$ cat src/rtl/fsc_pkg.sv
package fsc_pkg;
  localparam int ST_W = 4;

  typedef enum logic [ST_W-1:0] {
    TS_RUN     = 4'd0,
    TS_IDLE    = 4'd1,
    TS_SQUASH  = 4'd2,
    TS_BLOCK   = 4'd3,
    TS_WRESP   = 4'd4,
    TS_WRETRY  = 4'd5,
    TS_DONE    = 4'd6,
    TS_TRAP    = 4'd7,
    TS_QUIESCE = 4'd8
  } tstate_e;

  function automatic logic keeps_stage_busy(tstate_e s);
    return (s == TS_RUN) || (s == TS_SQUASH) || (s == TS_DONE);
  endfunction
endpackage

$ cat src/rtl/fsc_stall_flags.sv
module fsc_stall_flags #(
  parameter int NT     = 2,
  parameter int NSTAGE = 4
) (
  input  logic                 clk,
  input  logic                 rst_n,
  input  logic [NT*NSTAGE-1:0] set_i,
  input  logic [NT*NSTAGE-1:0] clr_i,
  input  logic                 ctx_i,
  output logic [NT-1:0]        stall_o
);
  localparam int NF = NT * NSTAGE;

  logic [NF-1:0] fl_q;
  logic [NF-1:0] fl_n;

  assign fl_n = set_i | (fl_q & ~clr_i);

  always_ff @(posedge clk) begin
    if (!rst_n) fl_q <= '0;
    else        fl_q <= fl_n;
  end

  for (genvar t = 0; t < NT; t++) begin : g_thr
    assign stall_o[t] = ctx_i | (|fl_n[t*NSTAGE +: NSTAGE]);
  end

  AST_FLAG_STICKY: assert property (@(posedge clk) disable iff (!rst_n)
    ((fl_q ^ $past(fl_q)) & ~$past(set_i | clr_i)) == '0);
  AST_SET_WINS: assert property (@(posedge clk) disable iff (!rst_n)
    (set_i != '0) |=> ((fl_q & $past(set_i)) == $past(set_i)));
endmodule

$ cat src/rtl/fsc_thread_fsm.sv
module fsc_thread_fsm
  import fsc_pkg::*;
#(
  parameter int PC_W  = 16,
  parameter int TAG_W = 3
) (
  input  logic             clk,
  input  logic             rst_n,
  input  logic             stall_i,
  input  logic             cmt_sq_i,
  input  logic [PC_W-1:0]  cmt_pc_i,
  input  logic             rob_sq_i,
  input  logic             dec_sq_i,
  input  logic [PC_W-1:0]  dec_pc_i,
  input  logic             rsp_here_i,
  input  logic [TAG_W-1:0] rsp_tag_i,
  input  logic             sel_i,
  input  logic             issue_ok_i,
  input  logic             ready_i,
  input  logic             retry_go_i,
  output tstate_e          st_o,
  output tstate_e          st_n_o,
  output logic [PC_W-1:0]  pc_o,
  output logic [TAG_W-1:0] tag_o,
  output logic             offer_o,
  output logic             fresh_o,
  output logic             squashed_o,
  output logic             hit_o
);
  tstate_e          st_q, st_n;
  logic [PC_W-1:0]  pc_q, pc_n;
  logic [TAG_W-1:0] tag_q;
  logic             dec_acts;

  assign hit_o    = rsp_here_i && (st_q == TS_WRESP) && (rsp_tag_i == tag_q);
  assign dec_acts = dec_sq_i && (st_q != TS_SQUASH);

  always_comb begin
    st_n       = st_q;
    pc_n       = pc_q;
    offer_o    = 1'b0;
    fresh_o    = 1'b0;
    squashed_o = 1'b0;
    if (cmt_sq_i) begin
      st_n       = TS_SQUASH;
      pc_n       = cmt_pc_i;
      squashed_o = 1'b1;
    end else if (rob_sq_i) begin
      st_n = TS_SQUASH;
    end else if (dec_acts) begin
      st_n       = TS_SQUASH;
      pc_n       = dec_pc_i;
      squashed_o = 1'b1;
    end else if (stall_i && st_q != TS_WRESP) begin
      st_n = TS_BLOCK;
    end else if (st_q == TS_BLOCK || st_q == TS_SQUASH) begin
      st_n = TS_RUN;
    end else begin
      unique case (st_q)
        TS_WRESP:  if (hit_o) st_n = stall_i ? TS_BLOCK : TS_DONE;
        TS_DONE:   if (sel_i) st_n = TS_RUN;
        TS_RUN: if (sel_i && issue_ok_i) begin
          offer_o = 1'b1;
          fresh_o = 1'b1;
          st_n    = ready_i ? TS_WRESP : TS_WRETRY;
        end
        TS_WRETRY: if (retry_go_i) begin
          offer_o = 1'b1;
          st_n    = ready_i ? TS_WRESP : TS_WRETRY;
        end
        default: st_n = st_q;
      endcase
    end
  end

  always_ff @(posedge clk) begin
    if (!rst_n) begin
      st_q  <= TS_RUN;
      pc_q  <= '0;
      tag_q <= '0;
    end else begin
      st_q <= st_n;
      pc_q <= pc_n;
      if (st_q == TS_WRESP && st_n != TS_WRESP) tag_q <= tag_q + 1'b1;
    end
  end

  assign st_o   = st_q;
  assign st_n_o = st_n;
  assign pc_o   = pc_q;
  assign tag_o  = tag_q;

  AST_CMT_SQUASH_LOADS: assert property (@(posedge clk) disable iff (!rst_n)
    cmt_sq_i |=> (st_q == TS_SQUASH && pc_q == $past(cmt_pc_i)));
  AST_ROB_HOLDS: assert property (@(posedge clk) disable iff (!rst_n)
    (!cmt_sq_i && rob_sq_i) |=> (st_q == TS_SQUASH && $stable(pc_q)));
  AST_DEC_IGNORED: assert property (@(posedge clk) disable iff (!rst_n)
    (!cmt_sq_i && dec_sq_i && st_q == TS_SQUASH) |=> $stable(pc_q));
  AST_RELEASE: assert property (@(posedge clk) disable iff (!rst_n)
    (st_q == TS_BLOCK && !stall_i && !cmt_sq_i && !rob_sq_i && !dec_sq_i)
      |=> st_q == TS_RUN);
  AST_WAIT_EXEMPT: assert property (@(posedge clk) disable iff (!rst_n)
    (st_q == TS_WRESP && !cmt_sq_i && !rob_sq_i && !dec_sq_i && !hit_o)
      |=> (st_q == TS_WRESP && $stable(tag_q)));
endmodule

$ cat src/rtl/fetch_status_ctrl.sv
module fetch_status_ctrl
  import fsc_pkg::*;
#(
  parameter int NT     = 2,
  parameter int NSTAGE = 4,
  parameter int PC_W   = 16,
  parameter int TAG_W  = 3,
  localparam int TID_W = (NT > 1) ? $clog2(NT) : 1
) (
  input  logic                 clk,
  input  logic                 rst_n,
  input  logic [NT*NSTAGE-1:0] stall_set,
  input  logic [NT*NSTAGE-1:0] stall_clr,
  input  logic                 ctx_switch,
  input  logic [NT-1:0]        cmt_squash,
  input  logic [NT*PC_W-1:0]   cmt_pc,
  input  logic [NT-1:0]        rob_squashing,
  input  logic [NT-1:0]        dec_squash,
  input  logic [NT*PC_W-1:0]   dec_pc,
  input  logic                 intr_pending,
  input  logic                 priv_mode,
  input  logic                 sel_valid,
  input  logic [TID_W-1:0]     sel_tid,
  output logic                 req_valid,
  input  logic                 req_ready,
  output logic [TID_W-1:0]     req_tid,
  output logic [TAG_W-1:0]     req_tag,
  input  logic                 rsp_valid,
  input  logic [TID_W-1:0]     rsp_tid,
  input  logic [TAG_W-1:0]     rsp_tag,
  input  logic                 retry,
  output logic [NT*ST_W-1:0]   thread_state,
  output logic [NT*PC_W-1:0]   thread_pc,
  output logic                 cache_blocked,
  output logic                 stale_rsp,
  output logic                 stage_active
);
  logic [NT-1:0]    stall, offer, fresh, squashed, hit, chg, busy_n, in_retry;
  logic [TAG_W-1:0] tags [NT];
  tstate_e          st [NT];
  tstate_e          st_n [NT];
  logic             slot_v;
  logic [TID_W-1:0] slot_t;
  logic             blk_q, act_q, issue_ok, refused_new;

  assign issue_ok = !blk_q && !(intr_pending && !priv_mode);

  fsc_stall_flags #(.NT(NT), .NSTAGE(NSTAGE)) u_flags (
    .clk(clk), .rst_n(rst_n), .set_i(stall_set), .clr_i(stall_clr),
    .ctx_i(ctx_switch), .stall_o(stall)
  );

  for (genvar t = 0; t < NT; t++) begin : g_thr
    fsc_thread_fsm #(.PC_W(PC_W), .TAG_W(TAG_W)) u_fsm (
      .clk(clk), .rst_n(rst_n),
      .stall_i(stall[t]),
      .cmt_sq_i(cmt_squash[t]), .cmt_pc_i(cmt_pc[t*PC_W +: PC_W]),
      .rob_sq_i(rob_squashing[t]),
      .dec_sq_i(dec_squash[t]), .dec_pc_i(dec_pc[t*PC_W +: PC_W]),
      .rsp_here_i(rsp_valid && rsp_tid == TID_W'(t)), .rsp_tag_i(rsp_tag),
      .sel_i(sel_valid && sel_tid == TID_W'(t)),
      .issue_ok_i(issue_ok), .ready_i(req_ready),
      .retry_go_i(retry && slot_v && slot_t == TID_W'(t)),
      .st_o(st[t]), .st_n_o(st_n[t]), .pc_o(thread_pc[t*PC_W +: PC_W]),
      .tag_o(tags[t]), .offer_o(offer[t]), .fresh_o(fresh[t]),
      .squashed_o(squashed[t]), .hit_o(hit[t])
    );
    assign thread_state[t*ST_W +: ST_W] = st[t];
    assign chg[t]      = (st_n[t] != st[t]);
    assign busy_n[t]   = keeps_stage_busy(st_n[t]);
    assign in_retry[t] = (st[t] == TS_WRETRY);
  end

  always_comb begin
    req_tid = '0;
    req_tag = '0;
    for (int t = 0; t < NT; t++) begin
      if (offer[t]) begin
        req_tid = TID_W'(t);
        req_tag = tags[t];
      end
    end
  end

  assign req_valid     = |offer;
  assign refused_new   = |(offer & fresh) && !req_ready;
  assign stale_rsp     = rsp_valid && !(|hit);
  assign cache_blocked = blk_q;
  assign stage_active  = act_q;

  always_ff @(posedge clk) begin
    if (!rst_n) begin
      slot_v <= 1'b0;
      slot_t <= '0;
      blk_q  <= 1'b0;
    end else if (refused_new) begin
      slot_v <= 1'b1;
      slot_t <= req_tid;
      blk_q  <= 1'b1;
    end else if (slot_v && squashed[slot_t]) begin
      slot_v <= 1'b0;
      blk_q  <= 1'b0;
    end else if (retry) begin
      if (!slot_v || !(offer[slot_t] && !req_ready)) begin
        slot_v <= 1'b0;
        blk_q  <= 1'b0;
      end
    end
  end

  always_ff @(posedge clk) begin
    if (!rst_n)    act_q <= 1'b1;
    else if (|chg) act_q <= |busy_n;
  end

  AST_SLOT_BLOCKS: assert property (@(posedge clk) disable iff (!rst_n)
    slot_v |-> blk_q);
  AST_NO_FRESH_WHILE_BLOCKED: assert property (@(posedge clk) disable iff (!rst_n)
    (req_valid && !slot_v) |-> !blk_q);
  AST_ONE_RETRY_WAITER: assert property (@(posedge clk) disable iff (!rst_n)
    $countones(in_retry) <= 1);
  AST_ONE_OFFER: assert property (@(posedge clk) disable iff (!rst_n)
    $onehot0(offer));
  AST_INTR_WITHHOLDS: assert property (@(posedge clk) disable iff (!rst_n)
    (intr_pending && !priv_mode && !slot_v) |-> !req_valid);
endmodule

$ cat config.mk
export PLATFORM = sky130hd
export DESIGN_NAME = fetch_status_ctrl
export DESIGN_NICKNAME = d
export VERILOG_FILES = /design/src/rtl/fsc_pkg.sv /design/src/rtl/fsc_stall_flags.sv /design/src/rtl/fsc_thread_fsm.sv /design/src/rtl/fetch_status_ctrl.sv
export SDC_FILE = /design/constraint.sdc
export NUM_CORES = 1
export LEC_CHECK = 0
export BUFFER_PORTS_ARGS = -buffer_cell sky130_fd_sc_hd__buf_2
export CORE_UTILIZATION = 45
export CTS_CLUSTER_SIZE = 14
export DETAILED_ROUTE_END_ITERATION = 6
export PLACE_DENSITY = 0.78
export REMOVE_ABC_BUFFERS = 1
export SYNTH_ARGS = -nofsm -noshare
export SYNTH_HDL_FRONTEND = slang
export SYNTH_SLANG_ARGS = --single-unit
$ cat constraint.sdc
create_clock -name clk -period 2.8 [get_ports clk]
set_input_delay 0.14 -clock clk [delete_from_list [all_inputs] [get_ports clk]]
set_output_delay 0.14 -clock clk [all_outputs]
set_load 0.005 [all_outputs]
==> impl_metrics.yaml, run 1 <==
clocking:
  tritoncts: "built"
  holdBufCountCts: 0
  htreeDepth: 3
  clk_latency_ns: 0.34
  cts_root_buf: "clkbuf_8"
  cts_made_buffers: 9
  clockBufferDepth: 2
  path_clk_slew_ns: 0.07
  cts.sinks: 57
routing:
  firstDrtPassIters: 5
  avgViaCountPerCell: 5.51
  wirelength_mm: 8.66
  drt_iter0_markers: 171
  drt-wirelength-per-cell_um: 14.4
  remaining_drc_errors: 0
  detail-route-antenna-nets: 0
  vias: 3323
setup_path:
  ff2ff_path_depth: 8
  worstPathMaxFanout: 9
  reg2reg_slack_ns: 0.15
  endpoint: "req_tag[2]"
  setup.worst_path.start: "g_thr[1].u_fsm.st_o[2]"
  critPathRequiredTime_ns: 2.66
  r2r_start: "g_thr[0].u_fsm.st_o[2]"
  path_class: "flop to primary output"
  endpoint_kind: "primary output"
  r2r-end: "stage_active"
  arrival_ns: 2.56
  worstSetupStartpointType: "flop"
power_and_ir_drop:
  power_density_nw_per_um2: 506
  p_total_w: 0.00217
  peakVddDrop_mv: 0.264
  leakagePower_nw: 2.04
sta:
  tightest_slew_ns: 0.501
  hold_viol: 0
  hold-worst-slack_ns: 0.0289
  relSlewSlack_pct: 66.1
  min_period_ns: 2.70
  finalCritPeriodShare_pct: 96.5
  fin_setup_tns_ns: 0
  finalClockSkew_ns: 0.00823
  slew_viol_final: 0
  finalSetupViolations: 0
  clock.fmax_mhz: 370
final_layout:
  synthToLayoutAreaGrowth_pct: 36.8
  drive_gt1_share_pct: 38.2
  n_antenna_cell: 0
  postLayoutCellArea_um2: 4280
  layout_commonest_cell: "buf_2"
  fin_nets: 620
  mostFrequentLayoutCells: "buf_2 (147), nor2_1 (61), dfxtp_1 (56), mux2i_1 (34), a211oi_1 (33)"
  finish.utilization_pct: 63.4
min_path:
  min_delay_path_depth: 3
  worstHoldPathType: "input pin to flop"
floorplan:
  row_count: 30
  die_x_um: 85.4
  dieArea_um2: 7290
  core_um2: 6760
  io_pins: 148
  start_util_pct: 46.3
  die_h_um: 85.4
yosys:
  ys.flop_type: "dfxtp_1"
  synth.yosys.seq_area_share_pct: 36.5
  synthArstFlopShare_pct: 0
  avgSynthCellArea_um2: 8.70
  syn_area_um2: 3130
  synth_edf_count: 0
  synth_cell_types: 64
  synth-seq-cells: 57
  yosys_warnings: 0
  syn_inst: 360
global_routing:
  met2_usage_pct: 41.6
  grtUsageMet3_pct: 5.35
  grtUsageMet1_pct: 29.6
  grt_pass1_wl_mm: 14.2
  overflow: 0
  grt_max_degree: 34
  track_usage_pct: 24.6
  grt-busiest-layer: "met2"
  antenna_found_initial: 0
  grt_pass1_vias: 3084
placed_design:
  gp_congestion: 0.944
  dp_hpwl_mm: 6.56
  placed_area_um2: 4010
  io_buffers: 147
job:
  drv_cap: 0
run_status:
  status: "finished clean"
kinds of logic after synthesis:
family	share of synthesized area (%)
AOI/OAI and AO/OA	23.9
xor gates and xnor gates	2.52
adders and majority gates	0.799
buffers and inverters	4.56
DFF	36.5
muxes	10.9
and+or+nand+nor	20.9
per-stage QoR:
stage / setup slack, ns / std cells
2_1_floorplan: 0.282 / 340
5_1_grt: -0.00561 / 603
3_3_place_gp: 0.281 / 585
4_1_cts: 0.0654 / 601
3_5_place_dp: 0.157 / 585
6_report: 0.0978 / 603
area by class of cell:
type,count,area (µm²)
clock buffer,11,141
clock inverter,5,103
fill,603,2470
inverter,11,41.3
multi-input combinational,272,1870
sequential,57,1140
tap,80,100
timing repair buffer,167,886
flip-flops by register name, summed over array words and instances (netlist names):
register / cells
slot_t: 1
u_flags.fl_q: 8
g_thr.u_fsm.pc_o: 32
g_thr.u_fsm.st_o: 8
stage_active: 1
cache_blocked: 1
g_thr.u_fsm.tag_o: 6
cell usage after synthesis (4+ instances only):
master / count / area share [%]
nand3_1: 6 / 0.96
dfxtp_1: 57 / 36
nor2_1: 61 / 7.3
a21oi_1: 16 / 2.6
buf_4: 5 / 1.2
xor2_1: 5 / 1.4
o21ai_0: 8 / 1.3
mux2i_1: 34 / 11
inv_1: 10 / 1.2
clkbuf_1: 13 / 1.6
a22o_1: 4 / 1.1
nand2_1: 11 / 1.3
xnor2_1: 4 / 1.1
a211oi_1: 33 / 7.9
nor2b_1: 6 / 1.2
nor3_1: 7 / 1.1
worst min-delay path by stage:
stage                 start               to  slack [ns]
6_report       stall_set[1]  u_flags.fl_q[1]        0.03
5_1_grt        stall_set[2]  u_flags.fl_q[2]        0.04
4_1_cts        stall_set[1]  u_flags.fl_q[1]       0.006
3_5_place_dp   stall_set[5]  u_flags.fl_q[5]        0.37
3_3_place_gp   stall_set[1]  u_flags.fl_q[1]        0.36
2_1_floorplan  stall_set[1]  u_flags.fl_q[1]        0.26
report_power, final:
part           internal, W  total, W  switching [W]  leakage, nW
Combinational     0.000165  0.000333       0.000168         1.45
Clock             0.000614  0.000950       0.000336        0.120
Sequential        0.000861  0.000885      0.0000240        0.471
worst max-delay path, stage by stage (launching register included):
cell and delay [ns]:
dfxtp_1 0.39, or2_2 0.37, nor4_1 0.38, a21oi_1 0.17, nor4_2 0.46, buf_4 0.21, a22o_1 0.14, buf_2 0.11
timing repair:
action	CTS	global route
pin swaps	0	3
resized for setup	1	2
endpoints found under the hold margin	0	0
buffers inserted	0	2
setup endpoints to repair	3	1
layer usage:
| metal | wire [µm] | vias to the layer above | part of all wire, % |
|---|---|---|---|
| li1 | - | 1654 | - |
| met1 | 3760 | 1501 | 43 |
| met2 | 4090 | 148 | 47 |
| met3 | 587 | 20 | 6.8 |
| met4 | 229 | 0 | 2.6 |
| met5 | 0 | - | 0 |
(Power assumes the default switching activity.)
==> inputs of run 2 (changes only) <==
==> constraint.sdc (replaced) <==
create_clock -name clk -period 3.49 [get_ports clk]
set_input_delay 0.1745 -clock clk [delete_from_list [all_inputs] [get_ports clk]]
set_output_delay 0.1745 -clock clk [all_outputs]
set_load 0.005 [all_outputs]
==> run 2 against run 1 <==
Via count down 3.7%. Hold slack better by 0.031 ns. Setup slack improved by 0.60 ns. Register-to-register slack improved by 0.55 ns. Global-route usage fell by 1.8 points. Clock power is 43% lower. Clock skew about the same. Sequential share of layout area is 1.2 points higher. Final cell count fell by 2.3%. Combinational power down 24%. Clock-buffer cell count unchanged. Highest routed layer unchanged. First-iteration DRC count down 16%.
==> impl_metrics.yaml, run 2 (same netlist as run 1, synthesis figures left out) <==
final_layout:
  n_antenna_cell: 0
  drive_gt1_share_pct: 36.1
  fin_nets: 606
  synthToLayoutAreaGrowth_pct: 30.7
  postLayoutCellArea_um2: 4090
  largest_reg_flops: 32
  layout_commonest_cell: "buf_2"
  mostFrequentLayoutCells: "buf_2 (147), nor2_1 (61), dfxtp_1 (57), mux2i_1 (34), a211oi_1 (33)"
sta:
  finalCritPeriodShare_pct: 80.1
  fin_setup_tns_ns: 0
  hold_viol: 0
  clock.fmax_mhz: 358
  hold-worst-slack_ns: 0.0598
  slew_viol_final: 0
  relSlewSlack_pct: 64.4
  rsz0062_at_grt: "no"
  finalSetupViolations: 0
  min_period_ns: 2.79
  worst_slack_ns: 0.695
  tightest_slew_ns: 0.527
  finalClockSkew_ns: 0.00804
setup_path:
  r2r-end: "g_thr[0].u_fsm.tag_o[2]"
  crit_chain: "nor4b_1, nand3_1, nor4b_4, a22oi_1, a21oi_1, o21ai_1, or3_1, a21oi_1"
  path_class: "flop to flop"
  critPathRequiredTime_ns: 3.75
  worstPathMaxFanout: 11
  crit_top_cell: "a21oi_1"
  r2r_start: "g_thr[0].u_fsm.st_o[2]"
  crit_family: "simple AND/OR/NAND/NOR gates"
  reg2reg_slack_ns: 0.70
  arrival_ns: 3.05
  crit_path_max_incr_delay_ns: 0.52
  path_buf_inv: 0
  worstSetupStartpointType: "flop"
  slowest_stage: "dfxtp_1"
  setup.worst_path.start: "g_thr[0].u_fsm.st_o[2]"
  ff2ff_path_depth: 8
  endpoint_kind: "flop"
placed_design:
  gp_congestion: 0.879
  dp_hpwl_mm: 6.36
  placed_area_um2: 3920
  io_buffers: 147
  pre_cts_ws_ns: 0.759
floorplan:
  row_count: 30
  die_h_um: 85.4
  dieArea_um2: 7290
  start_util_pct: 46.3
  die_x_um: 85.4
  io_pins: 148
  core_um2: 6760
run_status:
  status: "finished clean"
power_and_ir_drop:
  leakagePower_nw: 1.94
  peakVddDrop_mv: 0.258
  power_density_nw_per_um2: 368
  p_total_w: 0.00150
clocking:
  htreeDepth: 3
  holdBufCountCts: 0
  cts_made_buffers: 9
  cts_root_buf: "clkbuf_8"
  tritoncts: "built"
  path_clk_slew_ns: 0.07
  clk_latency_ns: 0.33
  clockBufferDepth: 2
  cts.sinks: 57
  post_cts_buffers: 0
  cts_resized: 0
global_routing:
  grt_max_degree: 34
  grt_pass1_vias: 2895
  grt_pass1_wl_mm: 13.2
  track_usage_pct: 22.9
  overflow: 0
  antenna_found_initial: 0
routing:
  wirelength_mm: 8.26
  firstDrtPassIters: 4
  detail-route-antenna-nets: 0
  vias: 3199
  drt-wirelength-per-cell_um: 14.0
  avgViaCountPerCell: 5.43
  remaining_drc_errors: 0
  drt_iter0_markers: 143
min_path:
  worstHoldPathType: "input pin to flop"
  min_to: "u_flags.fl_q[1]"
  worstHoldStart: "stall_set[1]"
  min_delay_path_depth: 3
job:
  drv_cap: 0
## run 2: cell count changes in the layout (fill, tap and decap cells not counted), sizes merged
cell	before	now
buf	167	153
clkinv	2	5
bufinv	3	0
## run 2: worst max path at each step
| stage | to | cells past startpoint |
|---|---|---|
| after floorplan | stage_active | 8 |
| after detailed placement | g_thr[0].u_fsm.tag_o[2] | 8 |
| after CTS | g_thr[0].u_fsm.tag_o[2] | 8 |
| after global placement | stage_active | 8 |
| final | g_thr[0].u_fsm.tag_o[2] | 8 |
| after global routing | g_thr[0].u_fsm.tag_o[2] | 8 |
## run 2: metrics by stage
step	instances	util, %
after global placement	573	58.0
after detailed placement	573	58.0
after global routing	589	60.5
final	589	60.5
after CTS	589	60.5
after floorplan	340	-
## run 2: area by class of cell
class                   instances  area (µm²)
clock buffers                  11         141
inverters                      11        41.3
clock inverters                 5        31.3
fillers                       606        2670
well taps                      80         100
flip-flops and latches         57        1140
repair buffers                153         781
multi-input cells             272        1850
## run 2: worst register-to-register path, delay by kind of cell (launching register included)
kind,cells,cell delay (ns)
simple gates,4,1.46
flops,1,0.52
compound gates,4,0.76
## run 2: where the power goes
group	leakage [nW]	switching (W)	internal (W)
clock	0.0891	0.000264	0.000274
sequential	0.471	0.0000233	0.000691
combinational	1.38	0.000126	0.000126
## run 2: layer usage
layer / vias up / global-route usage [%] / wire, µm
li1: 1628 / - / -
met1: 1407 / 27.7 / 3640
met2: 146 / 38.8 / 3880
met3: 18 / 4.18 / 517
met4: 0 / 11.5 / 223
met5: - / 0 / 0
